===== config.mk =====
export PLATFORM = sky130hd
export DESIGN_NAME = rail_seq_ctrl
export DESIGN_NICKNAME = d
export VERILOG_FILES = /design/src/rtl/rail_seq_pkg.sv /design/src/rtl/rail_delay_timer.sv /design/src/rtl/rail_pgood_filter.sv /design/src/rtl/rail_fault_track.sv /design/src/rtl/rail_seq_ctrl.sv
export SDC_FILE = /design/constraint.sdc
export NUM_CORES = 1
export LEC_CHECK = 0
export BUFFER_PORTS_ARGS = -buffer_cell sky130_fd_sc_hd__buf_2
export CORE_ASPECT_RATIO = 1.4
export CORE_MARGIN = 4
export CORE_UTILIZATION = 53
export DETAILED_ROUTE_END_ITERATION = 10
export HOLD_SLACK_MARGIN = 0.05
export PLACE_DENSITY_LB_ADDON = 0.1
export SLEW_MARGIN = 20
export SYNTH_ARGS = -nofsm -noshare
export SYNTH_HDL_FRONTEND = slang
export SYNTH_SLANG_ARGS = --single-unit

===== constraint.sdc =====
create_clock -name clk -period 3 [get_ports clk]
set_input_delay 0 -clock clk [delete_from_list [all_inputs] [get_ports clk]]
set_output_delay 0 -clock clk [all_outputs]
set_load 0.02 [all_outputs]

===== src/rtl/rail_seq_pkg.sv =====
// Shared types for the rail sequencer.
// Assumes: four fault sources, with bit positions fixed as listed below.
package rail_seq_pkg;
    localparam int NFLT   = 4;
    localparam int FLT_OV = 0;
    localparam int FLT_UV = 1;
    localparam int FLT_OC = 2;
    localparam int FLT_OT = 3;

    typedef enum logic [2:0] {
        ST_OFF,
        ST_ON_WAIT,
        ST_RAMP,
        ST_REG,
        ST_OFF_WAIT,
        ST_LATCHED,
        ST_RETRY
    } rail_state_t;
endpackage


===== src/rtl/rail_delay_timer.sv =====
// Tick-based down counter shared by every timed state.
// A load restarts the prescaler, so an interval lasts exactly
// load_val*TICK_DIV cycles.
// Assumes: TICK_DIV >= 1.
module rail_delay_timer #(
    parameter int TICK_DIV = 1000,
    parameter int DLY_W    = 9
) (
    input  logic             clk,
    input  logic             rst_n,
    input  logic             load,
    input  logic [DLY_W-1:0] load_val,
    output logic             expired
);
    localparam int PRE_W = (TICK_DIV > 1) ? $clog2(TICK_DIV) : 1;
    localparam logic [PRE_W-1:0] PRE_LAST = PRE_W'(TICK_DIV - 1);

    logic [DLY_W-1:0] cnt_q;
    logic [PRE_W-1:0] pre_q;

    // Load, then count ticks down to zero.
    always_ff @(posedge clk) begin
        if (!rst_n) begin
            cnt_q <= '0;
            pre_q <= '0;
        end else if (load) begin
            cnt_q <= load_val;
            pre_q <= '0;
        end else if (cnt_q != '0) begin
            if (pre_q == PRE_LAST) begin
                pre_q <= '0;
                cnt_q <= cnt_q - 1'b1;
            end else begin
                pre_q <= pre_q + 1'b1;
            end
        end
    end

    assign expired = (cnt_q == '0);
endmodule


===== src/rtl/rail_pgood_filter.sv =====
// Power-good filter with separate qualify times for assert and deassert.
// Assumes: ON_CYC >= 1 and OFF_CYC >= 1.
module rail_pgood_filter #(
    parameter int ON_CYC  = 42,
    parameter int OFF_CYC = 31
) (
    input  logic clk,
    input  logic rst_n,
    input  logic good_in,
    output logic pgood
);
    localparam int MAXC = (ON_CYC > OFF_CYC) ? ON_CYC : OFF_CYC;
    localparam int CW   = $clog2(MAXC + 1);
    localparam logic [CW-1:0] ON_LAST  = CW'(ON_CYC - 1);
    localparam logic [CW-1:0] OFF_LAST = CW'(OFF_CYC - 1);

    logic          pg_q;
    logic [CW-1:0] cnt_q;
    logic [CW-1:0] last;

    assign last = pg_q ? OFF_LAST : ON_LAST;

    // Count consecutive disagreeing cycles, and flip once the run is long enough.
    always_ff @(posedge clk) begin
        if (!rst_n) begin
            pg_q  <= 1'b0;
            cnt_q <= '0;
        end else if (good_in != pg_q) begin
            if (cnt_q == last) begin
                pg_q  <= good_in;
                cnt_q <= '0;
            end else begin
                cnt_q <= cnt_q + 1'b1;
            end
        end else begin
            cnt_q <= '0;
        end
    end

    assign pgood = pg_q;
endmodule


===== src/rtl/rail_fault_track.sv =====
// Fault source collection: over-temperature hysteresis, sticky status
// bits and the masked alert request.
// Assumes: comparator flags are already synchronous to clk.
module rail_fault_track
    import rail_seq_pkg::*;
#(
    parameter int TEMP_W = 8
) (
    input  logic              clk,
    input  logic              rst_n,
    input  logic              flt_ov,
    input  logic              flt_uv,
    input  logic              flt_oc,
    input  logic [TEMP_W-1:0] temp_c,
    input  logic [TEMP_W-1:0] ot_limit,
    input  logic [TEMP_W-1:0] ot_hyst,
    input  logic              clr_faults,
    input  logic [NFLT-1:0]   alert_mask,
    output logic [NFLT-1:0]   fault_now,
    output logic [NFLT-1:0]   status,
    output logic              alert_req
);
    logic            ot_hot_q;
    logic [TEMP_W:0] temp_plus_hyst;

    assign temp_plus_hyst = {1'b0, temp_c} + {1'b0, ot_hyst};

    // Over-temperature trips at the limit and releases one hysteresis below it.
    always_ff @(posedge clk) begin
        if (!rst_n)
            ot_hot_q <= 1'b0;
        else if (temp_c >= ot_limit)
            ot_hot_q <= 1'b1;
        else if (temp_plus_hyst <= {1'b0, ot_limit})
            ot_hot_q <= 1'b0;
    end

    always_comb begin
        fault_now         = '0;
        fault_now[FLT_OV] = flt_ov;
        fault_now[FLT_UV] = flt_uv;
        fault_now[FLT_OC] = flt_oc;
        fault_now[FLT_OT] = ot_hot_q;
    end

    for (genvar i = 0; i < NFLT; i++) begin : g_stat
        // Sticky bit: a present condition wins over a clear.
        always_ff @(posedge clk) begin
            if (!rst_n)
                status[i] <= 1'b0;
            else if (fault_now[i])
                status[i] <= 1'b1;
            else if (clr_faults)
                status[i] <= 1'b0;
        end
    end

    assign alert_req = |(status & ~alert_mask);
endmodule


===== src/rtl/rail_seq_ctrl.sv =====
// Rail supervisory state machine.
// It sequences turn-on, ramp, regulation and turn-off, and it dispatches
// each fault to a latch-off or retry response per source.
// Assumes: all inputs are synchronous to clk. Delays are in ticks of TICK_DIV clocks.
module rail_seq_ctrl
    import rail_seq_pkg::*;
#(
    parameter int TICK_DIV   = 1000,
    parameter int DLY_W      = 9,
    parameter int PG_ON_CYC  = 42,
    parameter int PG_OFF_CYC = 31,
    parameter int TEMP_W     = 8
) (
    input  logic              clk,
    input  logic              rst_n,
    input  logic              en_pin,
    input  logic              en_active_low,
    input  logic              op_on,
    input  logic              ramp_done,
    input  logic              vout_in_band,
    input  logic              flt_ov,
    input  logic              flt_uv,
    input  logic              flt_oc,
    input  logic [TEMP_W-1:0] temp_c,
    input  logic [TEMP_W-1:0] ot_limit,
    input  logic [TEMP_W-1:0] ot_hyst,
    input  logic [3:0]        resp_hiccup,
    input  logic [3:0]        alert_mask,
    input  logic              clr_faults,
    input  logic [DLY_W-1:0]  ton_dly,
    input  logic [DLY_W-1:0]  toff_dly,
    input  logic [DLY_W-1:0]  retry_dly,
    output logic              run_req,
    output logic              pgood,
    output logic [3:0]        status,
    output logic              alert_req
);
    rail_state_t      st_q, st_d;
    logic             en_eff, armed_q, any_flt, latch_hit;
    logic             tmr_load, tmr_done, good_now;
    logic [DLY_W-1:0] tmr_val;
    logic [NFLT-1:0]  fault_now;

    assign en_eff    = (en_pin ^ en_active_low) & op_on;
    assign any_flt   = |fault_now;
    assign latch_hit = |(fault_now & ~resp_hiccup);

    rail_fault_track #(.TEMP_W(TEMP_W)) u_flt (
        .clk(clk), .rst_n(rst_n),
        .flt_ov(flt_ov), .flt_uv(flt_uv), .flt_oc(flt_oc),
        .temp_c(temp_c), .ot_limit(ot_limit), .ot_hyst(ot_hyst),
        .clr_faults(clr_faults), .alert_mask(alert_mask),
        .fault_now(fault_now), .status(status), .alert_req(alert_req)
    );

    rail_delay_timer #(.TICK_DIV(TICK_DIV), .DLY_W(DLY_W)) u_tmr (
        .clk(clk), .rst_n(rst_n),
        .load(tmr_load), .load_val(tmr_val), .expired(tmr_done)
    );

    // Next-state selection. Faults while running take priority over enable changes.
    always_comb begin
        st_d = st_q;
        case (st_q)
            ST_OFF:
                if (en_eff && armed_q && !any_flt) st_d = ST_ON_WAIT;
            ST_ON_WAIT:
                if (!en_eff)       st_d = ST_OFF;
                else if (tmr_done) st_d = ST_RAMP;
            ST_RAMP, ST_REG, ST_OFF_WAIT:
                if (any_flt) begin
                    st_d = latch_hit ? ST_LATCHED : ST_RETRY;
                end else if (st_q == ST_OFF_WAIT) begin
                    if (en_eff)        st_d = ST_REG;
                    else if (tmr_done) st_d = ST_OFF;
                end else if (!en_eff) begin
                    st_d = ST_OFF_WAIT;
                end else if (st_q == ST_RAMP && ramp_done) begin
                    st_d = ST_REG;
                end
            ST_LATCHED:
                if (clr_faults || !en_eff) st_d = ST_OFF;
            ST_RETRY:
                if (!en_eff)                   st_d = ST_OFF;
                else if (tmr_done && !any_flt) st_d = ST_ON_WAIT;
            default:
                st_d = ST_OFF;
        endcase
    end

    // Choose the interval to load when entering a timed state.
    always_comb begin
        tmr_load = (st_d != st_q) &&
                   (st_d == ST_ON_WAIT || st_d == ST_OFF_WAIT || st_d == ST_RETRY);
        case (st_d)
            ST_ON_WAIT:  tmr_val = ton_dly;
            ST_OFF_WAIT: tmr_val = toff_dly;
            ST_RETRY:    tmr_val = retry_dly;
            default:     tmr_val = '0;
        endcase
    end

    // State register.
    always_ff @(posedge clk) begin
        if (!rst_n) st_q <= ST_OFF;
        else        st_q <= st_d;
    end

    // Restart permission: disarmed by a latch-off and re-armed by a seen disable.
    always_ff @(posedge clk) begin
        if (!rst_n)
            armed_q <= 1'b1;
        else if (!en_eff)
            armed_q <= 1'b1;
        else if (st_d == ST_LATCHED && st_q != ST_LATCHED)
            armed_q <= 1'b0;
    end

    assign run_req  = (st_q == ST_RAMP) || (st_q == ST_REG) || (st_q == ST_OFF_WAIT);
    assign good_now = (st_q == ST_REG) && vout_in_band && !any_flt;

    rail_pgood_filter #(.ON_CYC(PG_ON_CYC), .OFF_CYC(PG_OFF_CYC)) u_pg (
        .clk(clk), .rst_n(rst_n), .good_in(good_now), .pgood(pgood)
    );
endmodule


Yosys cells after proc, flatten, opt, wreduce, memory -nomap -nowiden
Cells that the tools add are included.
{ "totals": {"reg_bits": 35, "inputBits": 70, "out_inout_bits": 7, "word_cells": 101} }
{ "classes": {"order_cmp": 2, "add_sub_neg": 4, "bitwise": 8, "n_reduce_logical": 34, "n_eq_ne": 15, "n_mux": 27} }
{ "op_table": {"columns": ["cell", "n"], "rows": [
  ["$mux W3", 12],
  ["$mux W9", 3],
  ["$pmux W9 S3", 1],
  ["$eq A3 B3 Y1 const B", 6],
  ["$pmux W3 S5", 1],
  ["$reduce_bool A2 Y1", 7],
  ["$reduce_or A4 Y1", 3],
  ["$add A10 B1 Y10 const B", 1],
  ["$eq A10 B10 Y1 const B", 1],
  ["$mux W10", 1],
  ["$add A8 B8 Y9", 1],
  ["$le A9 B8 Y1", 1],
  ["$logic_not A9 Y1", 1],
  ["$reduce_bool A9 Y1", 1],
  ["$sub A9 B1 Y9 const B", 1],
  ["$and A4 B4 Y4", 2],
  ["$ge A8 B8 Y1", 1],
  ["$logic_and A1 B1 Y1", 8],
  ["$not A4 Y4", 2],
  ["$mux W1", 7],
  ["$add A6 B1 Y6 const B", 1],
  ["$eq A3 B1 Y1 const B", 2],
  ["$eq A3 B2 Y1 const B", 2],
  ["$eq A6 B6 Y1", 1],
  ["14 further kinds", 23]
]} }

Logic depth before layout (Yosys ltp)
{ "depth": {"ltp_word": 13, "ltp_mapped": 14, "mapped_depth_nobuf": 14} }

Hierarchy
A second synthesis with hierarchy kept.
{ "hier_totals": {"cells_unflattened": 343, "area_unflattened_um2": 2946.6} }
{ "modules_own_cells": {"columns": ["mod", "n_inst", "seq_area_each_um2", "cells_each", "area_each_um2"], "rows": [
  ["rail_delay_timer", 1, 380.4, 122, 1053.5],
  ["rail_fault_track", 1, 100.1, 110, 904.6],
  ["rail_seq_ctrl", 1, 80.1, 74, 610.6],
  ["rail_pgood_filter", 1, 140.1, 37, 377.9]
]} }

Worst setup path before layout
OpenSTA, ideal clock, no wires.
{ "synth_timing": {"path_type": "register -> register", "from": "reg u_flt.ot_hot_q", "to": "reg u_tmr.pre_q[3]", "path_buffers": 2, "synth_period_minus_slack_ns": 2.466, "setup_slack_ns": 0.534, "t_required_ns": 2.862, "arrival_time_ns": 2.328, "setup_time_ns": 0.138, "stages_incl_launch_ff": 11, "cell_sequence": "dfxtp_1 > nor4_4 > a221oi_1 > a21bo_1 > a211oi_4 > nor3b_4 > a21o_1 > buf_6 > nand2b_1 > buf_6 > nor3_2"} }
{ "synth_via": {"elab_chain_len": 11, "elab_cells_between_ends": 20, "classes_between": "eq/ne (4); mux (6); bitwise (1); reduce/logical (9)"} }
{ "synth_lines": {"columns": ["element", "line_no", "rtl"], "rows": [
  ["from (decl)", "rail_fault_track.sv:23", "logic ot_hot_q;"],
  ["from (signal assigned)", "rail_fault_track.sv:31", "ot_hot_q <= 1'b0;"],
  ["from (signal assigned)", "rail_fault_track.sv:33", "ot_hot_q <= 1'b1;"],
  ["from (signal assigned)", "rail_fault_track.sv:35", "ot_hot_q <= 1'b0;"],
  ["$reduce_or A4 Y1", "rail_seq_ctrl.sv:45", "assign any_flt = |fault_now;"],
  ["$logic_not A1 Y1", "rail_seq_ctrl.sv:66, rail_seq_ctrl.sv:85", null],
  ["$logic_and A1 B1 Y1", "rail_seq_ctrl.sv:85", "else if (tmr_done && !any_flt) st_d = ST_ON_WAIT;"],
  ["$mux W3", "rail_seq_ctrl.sv:85", null],
  ["$mux W3", "rail_seq_ctrl.sv:84", "if (!en_eff) st_d = ST_OFF;"],
  ["$pmux W3 S5 (*)", "rail_seq_ctrl.sv:64", "case (st_q)"],
  ["$eq A3 B1 Y1 / $eq A3 B3 Y1 (equally long branches)", "rail_seq_ctrl.sv:94", "(st_d == ST_ON_WAIT || st_d == ST_OFF_WAIT || st_d == ST_RETRY);"],
  ["$logic_or A1 B1 Y1 (2 in a row)", "rail_seq_ctrl.sv:94", null],
  ["$logic_and A1 B1 Y1 (*)", "rail_seq_ctrl.sv:93", "tmr_load = (st_d != st_q) &&"],
  ["$reduce_or A2 Y1 (no source line) (*)", null, null],
  ["to (signal assigned)", "rail_delay_timer.sv:34", "pre_q <= pre_q + 1'b1;"],
  ["to (decl)", "rail_delay_timer.sv:19", "logic [PRE_W-1:0] pre_q;"]
]} }
Every way passes the cells marked *; elsewhere a longest branch is shown, timed or not.
A chain may end at the register's enable or synchronous reset.

Worst setup path after layout
{ "layout_timing": {"from": "reg u_tmr.cnt_q[4]", "to": "reg u_tmr.cnt_q[3]"} }
{ "layout_via": {"elab_chain_len": 12, "elab_cells_between_ends": 24, "classes_between": "eq/ne (4); mux (11); reduce/logical (9)"} }
{ "layout_lines": {"columns": ["element", "line_no", "rtl"], "rows": [
  ["from (decl)", "rail_delay_timer.sv:18", "logic [DLY_W-1:0] cnt_q;"],
  ["from (signal assigned)", "rail_delay_timer.sv:27", "cnt_q <= load_val;"],
  ["from (signal assigned)", "rail_delay_timer.sv:32", "cnt_q <= cnt_q - 1'b1;"],
  ["$logic_not A9 Y1", "rail_delay_timer.sv:39", "assign expired = (cnt_q == '0);"],
  ["$mux W3", "rail_seq_ctrl.sv:75", "else if (tmr_done) st_d = ST_OFF;"],
  ["$mux W3", "rail_seq_ctrl.sv:74", "if (en_eff) st_d = ST_REG;"],
  ["$mux W3", "rail_seq_ctrl.sv:73", "end else if (st_q == ST_OFF_WAIT) begin"],
  ["$mux W3", "rail_seq_ctrl.sv:71", "if (any_flt) begin"],
  ["$pmux W3 S5", "rail_seq_ctrl.sv:64", null],
  ["$eq A3 B1 Y1 / $eq A3 B3 Y1 (equally long branches)", "rail_seq_ctrl.sv:94, rail_seq_ctrl.sv:95", null],
  ["$logic_or A1 B1 Y1 (2 in a row)", "rail_seq_ctrl.sv:94", null],
  ["$logic_and A1 B1 Y1", "rail_seq_ctrl.sv:93", null],
  ["$reduce_bool A2 Y1 (no source line)", null, null],
  ["$reduce_and A2 Y1 (no source line)", null, null]
]} }
Parallel ways exist; a longest one is shown, timed or not.

==> impl_metrics.py <==
metrics = {
    "route": {
        "viasPerCell": 5.49,
        "drt-initial-drc-count": 89,
        "firstDrtPassIters": 4,
        "drc": 0,
        "post_drt_wl_per_cell_um": 12.8,
        "ant_nets": 0,
        "via_count": 2571,
        "wl_um": 6000,
    },
    "layout": {
        "drive_gt1_frac": 0.257,
        "n_antenna_cell": 0,
        "area_delta_synth_final_pct": 21.6,
        "final_cells": 468,
        "nets": 502,
    },
    "floorplanning": {
        "die-area_um2": 6460,
        "core_um2": 4950,
        "die_w_um": 69.1,
        "io_pins": 77,
        "start_util": 0.559,
        "rows": 30,
        "dieHeight_um": 93.5,
    },
    "place": {
        "gp_congestion": 0.788,
        "placed_cells": 457,
        "dpl.hpwl_um": 4930,
        "portBuffers": 76,
    },
    "cts": {
        "clock_latency_ns": 0.28,
        "cts_sinks": 35,
        "cts_buffers": 5,
        "cts_setup_buffers": 0,
        "cts.reportedPaths.clkPinSlew_ns": 0.07,
        "cts_tree": "yes",
        "clock_path_buffers": 2,
        "cts_root_buffer": "clkbuf_8",
        "htreeDepth": 2,
        "cts_resized": 0,
    },
    "synth": {
        "netlist.area_leader.share": 0.253,
        "syn-cell-area_um2": 2770,
        "syn_avg_cell_area_um2": 8.65,
        "yosysSeqAreaShare": 0.253,
        "synthCells": 320,
        "synth_cell_types": 57,
        "ys_top_cells_by_area": "dfxtp_1 25%, ha_1 13%, xor2_1 4.4%, mux2i_1 4.3%, xnor2_1 4.1%",
        "yosys-top-cells-count": "35 x dfxtp_1, 29 x inv_1, 28 x ha_1",
        "async_reset_ff_frac": 0,
        "syn-num-nets": 419,
        "synth_top_area_cell": "dfxtp_1",
        "synth_edf_count": 0,
        "yosys_warnings": 0,
        "synth_seq_cells": 35,
        "yosysMostFrequentCell": "dfxtp_1",
        "ys.flop_type": "dfxtp_1",
    },
    "sta": {
        "grt_setup_unrepaired": "no",
        "final-setup-viol-count": 0,
        "setup-tns-final_ns": 0,
        "max_slew_margin": 0.643,
        "fmax_mhz": 374,
        "hold-worst-slack_ns": 0.0553,
        "skew_ns": 0.00666,
        "maxSlewViolCount": 0,
        "tightestPinTransition_ns": 0.536,
        "post-route-min-period_ns": 2.67,
        "finalHoldViolations": 0,
        "post-route-period-util": 0.891,
    },
    "min_path": {
        "min_path_type": "input port to flip-flop",
    },
    "power": {
        "irDropWorstVdd_v": 0.000179,
        "p_per_area_nw_per_um2": 380,
        "p_leak_uw": 0.00170,
    },
    "job": {
        "max-cap-violations": 0,
    },
    "grt": {
        "grt_pass1_wl_um": 10600,
        "grt_util_all_layers": 0.194,
        "grt_max_degree": 24,
        "grt-ovfl-total": 0,
        "grt_pass1_vias": 2554,
        "antenna_found_initial": 0,
    },
    "worst_setup_path": {
        "worstPathArrival_ns": 2.86,
        "criticalPathCategory": "flip-flop to flip-flop",
        "r2r_slack_ns": 0.33,
        "crit_family": "simple AND/OR/NAND/NOR gates",
        "worst_setup_path_start_kind": "flip-flop",
        "path_cells": "nor4_2 -> and4b_1 -> a21boi_2 -> a211oi_4 -> nor3b_4 -> a21o_1 -> buf_4 -> o211ai_1 -> and3_1",
        "worst-path-max-fanout": 16,
        "cpMaxStageDelayCell": "nor3b_4",
        "slowest_delay_ns": 0.40,
        "worst-path-buf-inv": 1,
        "end_kind": "flip-flop",
        "worstPathRequired_ns": 3.18,
    },
    "run_status": {
        "status": "finished clean",
    },
}
[where the power goes]
| part | switching [uW] | leakage (uW) | internal [uW] | total (uW) |
|---|---|---|---|---|
| Sequential | 17.5 | 0.000284 | 485 | 502 |
| Combinational | 176 | 0.00136 | 166 | 342 |
| Clock | 166 | 0.0000612 | 269 | 435 |
[path summary, 6_finish.rpt]
kind / startpoint / to / cells after the start
hold reg to reg: u_pg.cnt_q[0]$_SDFF_PP0_ / u_pg.cnt_q[0]$_SDFF_PP0_ / 1
hold / removal: clr_faults / u_flt.status[3]$_SDFFE_PN0P_ / 3
setup / recovery: u_tmr.cnt_q[4]$_SDFFE_PN0P_ / u_tmr.cnt_q[3]$_SDFFE_PN0P_ / 9
setup reg to reg: u_tmr.cnt_q[4]$_SDFFE_PN0P_ / u_tmr.cnt_q[3]$_SDFFE_PN0P_ / 9
[layout make-up]
| type | instances | area, um2 |
|---|---|---|
| clock buffers | 6 | 82.6 |
| clock inverters | 2 | 35.0 |
| fillers | 451 | 1590 |
| inverters | 29 | 109 |
| multi-input cells | 247 | 1900 |
| flip-flops and latches | 35 | 701 |
| well taps | 64 | 80.1 |
| repair buffers | 85 | 455 |
[kinds of logic (layout without fill, tap and decap cells)]
kind of cell	after synthesis	after routing	share of synthesized area
AOI/OAI and AO/OA	70	70	0.191
DFF	35	35	0.253
xor gates and xnor gates	27	27	0.0854
muxes	12	12	0.0434
adders and majority gates	29	29	0.134
and+or+nand+nor	109	109	0.231
buffers and inverters	38	122	0.0615
[layer usage]
layer | up-vias | global-route usage | part of all wire
met5 | - | 0 | 0
met4 | 0 | 0.0489 | 0.012
met3 | 10 | 0.0495 | 0.062
met2 | 78 | 0.369 | 0.51
met1 | 1170 | 0.210 | 0.41
li1 | 1313 | - | -
[registers in the layout, indices dropped and copies added (netlist names)]
register and flops:
u_tmr.pre_q 10, u_tmr.cnt_q 9, u_pg.cnt_q 6, u_flt.status 4, st_q 3, armed_q 1, u_flt.ot_hot_q 1, u_pg.pgood 1
[what timing repair did]
item                                   in CTS  in global routing
endpoints found under the hold margin       2                  0
setup endpoints to repair                   0                  0
hold buffers                                3                  0
[cell usage in the layout (no fill, tap or decap), types with 2 or more instances in the layout]
cell	n
nor2b_1	7
nand4_1	7
a221oi_1	2
o22ai_1	2
and2_1	4
inv_1	29
mux2i_1	12
a22oi_1	2
o211a_1	8
a21oi_1	11
nor3_1	3
xor2_1	14
nand2b_1	4
xnor2_1	13
and3_1	5
o21a_1	5
a211oi_1	3
o211ai_1	11
o21bai_1	4
nand2_1	23
nand3_1	11
dlygate4sd3_1	3
nor3b_1	2
buf_2	76
ha_1	28
nor2_1	22
dfxtp_1	35
a21o_1	2
nor3_2	8
buf_4	6
clkbuf_8	6
nor4_1	2
a21boi_0	2
o21ai_0	7
[per-stage QoR]
stage / total power [uW] / util / area [um2] / worst slack, ns
finish: 1280 / 0.679 / 3360 / 0.328
global route: 1360 / 0.679 / 3360 / 0.00404
CTS: 1290 / 0.679 / 3360 / 0.303
detailed placement: 852 / 0.649 / 3220 / 0.311
global placement: 845 / 0.649 / 3220 / 0.382
floorplan: 748 / - / 2770 / 0.534
[tightest hold or removal path: cells and delay by family]
| family | cells | cell delay (ns) |
|---|---|---|
| AO/OA/AOI/OAI | 1 | 0.07 |
| buffers and inverters | 1 | 0.12 |
| AND/OR/NAND/NOR | 1 | 0.10 |
No activity file was read; power rests on OpenSTA's default activity.
